--- config.mk ---
export PLATFORM = sky130hd
export DESIGN_NAME = sram_cycle_timer
export DESIGN_NICKNAME = d
export VERILOG_FILES = /design/src/rtl/sram_timer_pkg.sv /design/src/rtl/sram_timing_reg.sv /design/src/rtl/sram_cycle_fsm.sv /design/src/rtl/sram_we_shaper.sv /design/src/rtl/sram_cycle_timer.sv
export SDC_FILE = /design/constraint.sdc
export NUM_CORES = 1
export LEC_CHECK = 0
export BUFFER_PORTS_ARGS = -buffer_cell sky130_fd_sc_hd__buf_4
export CORE_MARGIN = 3
export CORE_UTILIZATION = 48
export DETAILED_ROUTE_END_ITERATION = 8
export PLACE_DENSITY = 0.9
export SLEW_MARGIN = 0
export SYNTH_ARGS = -nofsm -noshare
export SYNTH_HDL_FRONTEND = slang
export SYNTH_SLANG_ARGS = --single-unit
--- constraint.sdc ---
create_clock -name clk -period 3.1 [get_ports clk]
set_clock_uncertainty 0.1 [all_clocks]
set_input_delay 0.155 -clock clk [delete_from_list [all_inputs] [get_ports clk]]
set_output_delay 0.155 -clock clk [all_outputs]
set_load 0.1 [all_outputs]
--- src/rtl/sram_timer_pkg.sv ---
`timescale 1ns/1ps
package sram_timer_pkg;
   localparam int FIELD_W  = 3;
   localparam int HOLD_LSB = 16;
   localparam int SETUP_LSB = 12;
   localparam logic [1:0] MODE_NO_TIMING = 2'd3;

   typedef enum logic [1:0] {
      ST_IDLE,
      ST_SETUP,
      ST_STROBE,
      ST_HOLD
   } cyc_state_e;
endpackage

--- src/rtl/sram_timing_reg.sv ---
`timescale 1ns/1ps
module sram_timing_reg
   import sram_timer_pkg::*;
#(
   parameter int REG_W = 32
) (
   input  logic               clk,
   input  logic               rst_n,
   input  logic               wr_i,
   input  logic [REG_W-1:0]   wdata_i,
   output logic [FIELD_W-1:0] setup_o,
   output logic [FIELD_W-1:0] hold_o,
   output logic [REG_W-1:0]   rdata_o
);
   initial begin
      assert (REG_W > HOLD_LSB + FIELD_W - 1)
         else $error("REG_W too narrow for timing fields");
   end

   always_ff @(posedge clk or negedge rst_n) begin
      if (!rst_n) begin
         setup_o <= '1;
         hold_o  <= '1;
      end else if (wr_i) begin
         setup_o <= wdata_i[SETUP_LSB +: FIELD_W];
         hold_o  <= wdata_i[HOLD_LSB +: FIELD_W];
      end
   end

   always_comb begin
      rdata_o = '0;
      rdata_o[SETUP_LSB +: FIELD_W] = setup_o;
      rdata_o[HOLD_LSB +: FIELD_W]  = hold_o;
   end
endmodule

--- src/rtl/sram_cycle_fsm.sv ---
`timescale 1ns/1ps
module sram_cycle_fsm
   import sram_timer_pkg::*;
#(
   parameter int AW = 16,
   parameter int DW = 32,
   parameter int STROBE_CYC = 2
) (
   input  logic               clk,
   input  logic               rst_n,
   input  logic [FIELD_W-1:0] setup_i,
   input  logic [FIELD_W-1:0] hold_i,
   input  logic               req_valid_i,
   input  logic               req_write_i,
   input  logic [AW-1:0]      req_addr_i,
   input  logic [DW-1:0]      req_wdata_i,
   output logic               ready_o,
   output logic               done_o,
   output logic [DW-1:0]      rdata_o,
   output logic [AW-1:0]      mem_addr_o,
   output logic [DW-1:0]      mem_dout_o,
   input  logic [DW-1:0]      mem_din_i,
   output logic               cs_n_o,
   output logic               rd_n_o,
   output logic               we_rise_o
);
   localparam int CNT_MAX = (STROBE_CYC > 8) ? STROBE_CYC : 8;
   localparam int CNT_W   = $clog2(CNT_MAX + 1);
   localparam logic [CNT_W-1:0] STROBE_LAST = CNT_W'(STROBE_CYC - 1);

   initial begin
      assert (STROBE_CYC >= 1) else $error("STROBE_CYC must be at least 1");
   end

   cyc_state_e       state;
   logic [CNT_W-1:0] cnt;
   logic             is_wr;
   logic [CNT_W-1:0] tail;

   assign ready_o = (state == ST_IDLE);
   assign tail    = is_wr ? CNT_W'(1) : CNT_W'(hold_i);

   always_ff @(posedge clk or negedge rst_n) begin
      if (!rst_n) begin
         state      <= ST_IDLE;
         cnt        <= '0;
         is_wr      <= 1'b0;
         cs_n_o     <= 1'b1;
         rd_n_o     <= 1'b1;
         we_rise_o  <= 1'b0;
         done_o     <= 1'b0;
         rdata_o    <= '0;
         mem_addr_o <= '0;
         mem_dout_o <= '0;
      end else begin
         done_o <= 1'b0;
         unique case (state)
            ST_IDLE: begin
               if (req_valid_i) begin
                  is_wr      <= req_write_i;
                  mem_addr_o <= req_addr_i;
                  mem_dout_o <= req_wdata_i;
                  cs_n_o     <= 1'b0;
                  if (!req_write_i) begin
                     rd_n_o <= 1'b0;
                     state  <= ST_STROBE;
                     cnt    <= STROBE_LAST;
                  end else if (setup_i == '0) begin
                     we_rise_o <= 1'b1;
                     state     <= ST_STROBE;
                     cnt       <= STROBE_LAST;
                  end else begin
                     state <= ST_SETUP;
                     cnt   <= CNT_W'(setup_i) - CNT_W'(1);
                  end
               end
            end
            ST_SETUP: begin
               if (cnt == '0) begin
                  we_rise_o <= 1'b1;
                  state     <= ST_STROBE;
                  cnt       <= STROBE_LAST;
               end else begin
                  cnt <= cnt - CNT_W'(1);
               end
            end
            ST_STROBE: begin
               if (cnt == '0) begin
                  rd_n_o    <= 1'b1;
                  we_rise_o <= 1'b0;
                  if (!is_wr) rdata_o <= mem_din_i;
                  if (tail == '0) begin
                     cs_n_o <= 1'b1;
                     done_o <= 1'b1;
                     state  <= ST_IDLE;
                  end else begin
                     state <= ST_HOLD;
                     cnt   <= tail - CNT_W'(1);
                  end
               end else begin
                  cnt <= cnt - CNT_W'(1);
               end
            end
            ST_HOLD: begin
               if (cnt == '0) begin
                  cs_n_o <= 1'b1;
                  done_o <= 1'b1;
                  state  <= ST_IDLE;
               end else begin
                  cnt <= cnt - CNT_W'(1);
               end
            end
            default: state <= ST_IDLE;
         endcase
      end
   end
endmodule

--- src/rtl/sram_we_shaper.sv ---
`timescale 1ns/1ps
module sram_we_shaper #(
   parameter bit HALF_OFFSET = 1'b1
) (
   input  logic clk,
   input  logic rst_n,
   input  logic we_rise_i,
   output logic we_n_o
);
   generate
      if (HALF_OFFSET) begin : g_fall_edge
         always_ff @(negedge clk or negedge rst_n) begin
            if (!rst_n) we_n_o <= 1'b1;
            else        we_n_o <= ~we_rise_i;
         end
      end else begin : g_same_edge
         assign we_n_o = ~we_rise_i;
      end
   endgenerate
endmodule

--- src/rtl/sram_cycle_timer.sv ---
`timescale 1ns/1ps
module sram_cycle_timer
   import sram_timer_pkg::*;
#(
   parameter int AW = 16,
   parameter int DW = 32,
   parameter int STROBE_CYC = 2,
   parameter bit HALF_OFFSET = 1'b1
) (
   input  logic          clk,
   input  logic          rst_n,
   input  logic [1:0]    mode_i,
   input  logic          cfg_wr_i,
   input  logic [31:0]   cfg_wdata_i,
   output logic [31:0]   cfg_rdata_o,
   input  logic          req_valid_i,
   input  logic          req_write_i,
   input  logic [AW-1:0] req_addr_i,
   input  logic [DW-1:0] req_wdata_i,
   output logic          req_ready_o,
   output logic          done_o,
   output logic [DW-1:0] rdata_o,
   output logic [AW-1:0] mem_addr_o,
   output logic [DW-1:0] mem_dout_o,
   input  logic [DW-1:0] mem_din_i,
   output logic          cs_n_o,
   output logic          rd_n_o,
   output logic          we_n_o
);
   initial begin
      assert (AW >= 1 && DW >= 1) else $error("AW and DW must be positive");
   end

   logic [FIELD_W-1:0] setup_f, hold_f, setup_eff, hold_eff;
   logic               timing_on, we_rise;

   sram_timing_reg #(.REG_W(32)) u_reg (
      .clk(clk), .rst_n(rst_n), .wr_i(cfg_wr_i), .wdata_i(cfg_wdata_i),
      .setup_o(setup_f), .hold_o(hold_f), .rdata_o(cfg_rdata_o)
   );

   assign timing_on = (mode_i != MODE_NO_TIMING);
   assign setup_eff = timing_on ? setup_f : '0;
   assign hold_eff  = timing_on ? hold_f  : '0;

   sram_cycle_fsm #(.AW(AW), .DW(DW), .STROBE_CYC(STROBE_CYC)) u_fsm (
      .clk(clk), .rst_n(rst_n), .setup_i(setup_eff), .hold_i(hold_eff),
      .req_valid_i(req_valid_i), .req_write_i(req_write_i),
      .req_addr_i(req_addr_i), .req_wdata_i(req_wdata_i),
      .ready_o(req_ready_o), .done_o(done_o), .rdata_o(rdata_o),
      .mem_addr_o(mem_addr_o), .mem_dout_o(mem_dout_o), .mem_din_i(mem_din_i),
      .cs_n_o(cs_n_o), .rd_n_o(rd_n_o), .we_rise_o(we_rise)
   );

   sram_we_shaper #(.HALF_OFFSET(HALF_OFFSET)) u_we (
      .clk(clk), .rst_n(rst_n), .we_rise_i(we_rise), .we_n_o(we_n_o)
   );
endmodule

==> reports/metrics.cfg <==
[synth]
yosysSeqAreaShare_pct=58.1
syn_inst=304
ys_warn_count=0
synth_cell_type_count=43
ys_ff_latch=98
synth_ff_type=dfrtp_1
syn_avg_cell_area_sq_um=13.9
syn_area_sq_um=4240
synth_edf_count=0
ys_async_sr_fraction_pct=100

[die]
die_x_um=100
dieArea_sq_um=9990
fp.coreArea_sq_um=8380
start_util_pct=50.6
placementRows=33
fp.dieH_um=100
ios=236

[setup_path]
cp_cell_sequence=buf_4
crit_cells=1
crit_buf_inv=1
worstRegToRegCells=7
critPathRequiredTime_ns=2.84
crit_fanout=1
critPathKind=reg2out
start_kind=register
worst_path_dominant_cell_family=flip-flops
slowest_stage=dfstp_2
cpPeakStageDelay_ns=0.50
arrival_ns=2.71
crit_path_end_kind=output pin

[flow_run]
maxCapViolCount=0

[cells_and_area]
antenna_cells=0
drive_gt1_share_pct=52.1
area_delta_synth_final_pct=58.1
nNetsFinal=704

[global_route]
grt_max_degree=62
track_usage_pct=25.5
antenna_found_initial=0
met3_usage_pct=6.18
grt_pass1_vias=3799
overflow=0
top_usage_layer=met2
grt_pass1_wl_um=19600
grt_use_met2_pct=47.3
grtUsageMet1_pct=27.7

[cts]
insertion_delay_ns=0.35
cts_resized=0
clk_pin_slew_worst_paths_ns=0.09
cts_tree=done
cts_sinks=98
numCtsBuffers=9
cts-htree-levels=3
cts-root-buf=clkbuf_8
cts_max_path_buffers=2

[drt]
wl_per_cell_um=18.5
ant_nets=0
viasPerCell=4.90
first_pass_iters=4
drtIter0Drc=160
drc=0
vias=3375
wirelength_um=12700

[hold_path]
hold_depth=2
hold_path.class=in2reg

[timing]
slew_headroom_pct=49.2
finalHoldViolCount=0
setup_violations=0
report.final.slew_viol_count=0
worst-slew-pin-transition_ns=0.762
rsz0062_at_grt=false
finalSetupTns_ns=0

[placed_design]
hpwl_um=7470
port_buffers=183
gp_congestion=0.825

[outcome]
outcome=complete, no violations

## registers in the layout (all words and copies together), names as in the netlist
name,flops
u_fsm.state,2
u_we.we_n_o,1
u_reg.hold_o,3
u_fsm.cnt,4
u_fsm.mem_addr_o,16
u_fsm.rd_n_o,1
u_fsm.done_o,1
u_fsm.is_wr,1
u_fsm.rdata_o,32
u_fsm.mem_dout_o,32
u_fsm.cs_n_o,1
u_reg.setup_o,3
u_fsm.we_rise_o,1
## worst reg2reg max path, stage by stage, from the launching register on
cell and delay (ns):
dfstp_2 0.60, o21a_1 0.18, inv_1 0.05, ha_1 0.20, or4b_2 0.64, nor4_1 0.22, a311oi_1 0.11, o211ai_1 0.17
## cells in the mapped netlist, types with 2 or more instances
cell type	count	area share (%)
buf_6	4	1.1
dfrtp_1	89	53
dfstp_2	9	5.6
a311oi_1	2	0.41
o211ai_1	2	0.35
mux2_1	4	1.1
nand3_1	2	0.24
buf_2	8	0.94
o21ai_0	4	0.47
a21oi_1	6	0.71
o22ai_1	3	0.44
inv_1	10	0.89
nor4_1	2	0.30
nand3b_1	2	0.35
buf_4	26	4.6
nand2_1	10	0.89
mux2_2	83	22
ha_1	6	1.8
nor3_1	3	0.35
nor2_1	5	0.44
clkbuf_1	2	0.18
## path summary, 6_finish.rpt
check,startpoint,end,slack [ns]
min reg2reg,u_fsm.rd_n_o$_DFFE_PN1P_,u_fsm.rd_n_o$_DFFE_PN1P_,0.39
max reg2reg,u_reg.setup_o[0]$_DFFE_PN1P_,u_fsm.cnt[3]$_DFFE_PN0P_,0.77
min,cfg_wr_i,u_reg.hold_o[0]$_DFFE_PN1P_,0.02
min in group asynchronous,rst_n,u_fsm.mem_addr_o[12]$_DFFE_PN0P_,0.37
max,u_we.we_n_o$_DFF_NN1_,we_n_o,0.13
max in group asynchronous,rst_n,u_we.we_n_o$_DFF_NN1_,1.10
## cells in the final DEF, fill, tap and decap left out, drive strengths merged
cell / instances
buf: 187
dlygate4sd3: 92
dfrtp: 89
mux2: 87
conb: 26
inv: 11
nand2: 10
clkbuf: 10
dfstp: 9
a21oi: 6
ha: 6
nor2: 5
o21ai: 4
o22ai: 3
nor3: 3
clkinv: 3
nand3: 2
nand3b: 2
o211ai: 2
a311oi: 2
nor4: 2
clkinvlp: 2
or3b: 2
or2: 2
o31a: 2
and2: 2
o21a: 1
o32ai: 1
nand2b: 1
nor3b: 1
maj3: 1
nor2b: 1
o31ai: 1
nor4b: 1
and3: 1
or4b: 1
or3: 1
a22oi: 1
a211oi: 1
## layer usage
| layer | part of all wire [%] | routed length (um) |
|---|---|---|
| met5 | 0 | 0 |
| met4 | 2.8 | 357 |
| met3 | 7.3 | 929 |
| met2 | 54 | 6930 |
| met1 | 36 | 4530 |
## cells by family (layout without fill, tap and decap cells)
| kind of cell | Yosys count | in the layout | synth area share (%) |
|---|---|---|---|
| fa+ha+maj | 7 | 7 | 2.04 |
| mux | 87 | 87 | 23.1 |
| buf+inv | 50 | 305 | 7.68 |
| simple gates | 37 | 37 | 4.90 |
| other cells | 1 | 26 | 0.0885 |
| compound gates | 24 | 24 | 4.05 |
| flops | 98 | 98 | 58.1 |
## what timing repair did
action	4_1_cts	5_1_grt
hold endpoints to repair	116	0
setup endpoints to repair	0	0
setup buffers	0	0
hold buffers	92	0
## area by class of cell
type	count	area, sq um
clock buffers	10	138
clock inverters	7	53.8
fillers	446	1680
inverters	9	33.8
multi-input cells	181	1540
flip-flops and latches	98	2460
well taps	105	131
repair buffers	279	2340
## per-stage QoR
| stage | setup WS [ns] | hold WS, ns | cell area (sq um) | utilization [%] | std cells |
|---|---|---|---|---|---|
| 4_1_cts | 0.117 | 0.00137 | 6700 | 80.0 | 689 |
| 3_3_place_gp | 0.522 | 0.135 | 5590 | 66.7 | 581 |
| 6_report | 0.134 | 0.0152 | 6700 | 80.0 | 689 |
| 5_1_grt | 0.0837 | 0.00827 | 6700 | 80.0 | 689 |
| 2_1_floorplan | 0.0333 | -0.241 | 4330 | - | 329 |
| 3_5_place_dp | 0.524 | 0.139 | 5590 | 66.7 | 581 |
Power is not shown: default switching activity piles up to over one toggle a cycle in this logic, so the estimate is an artifact.
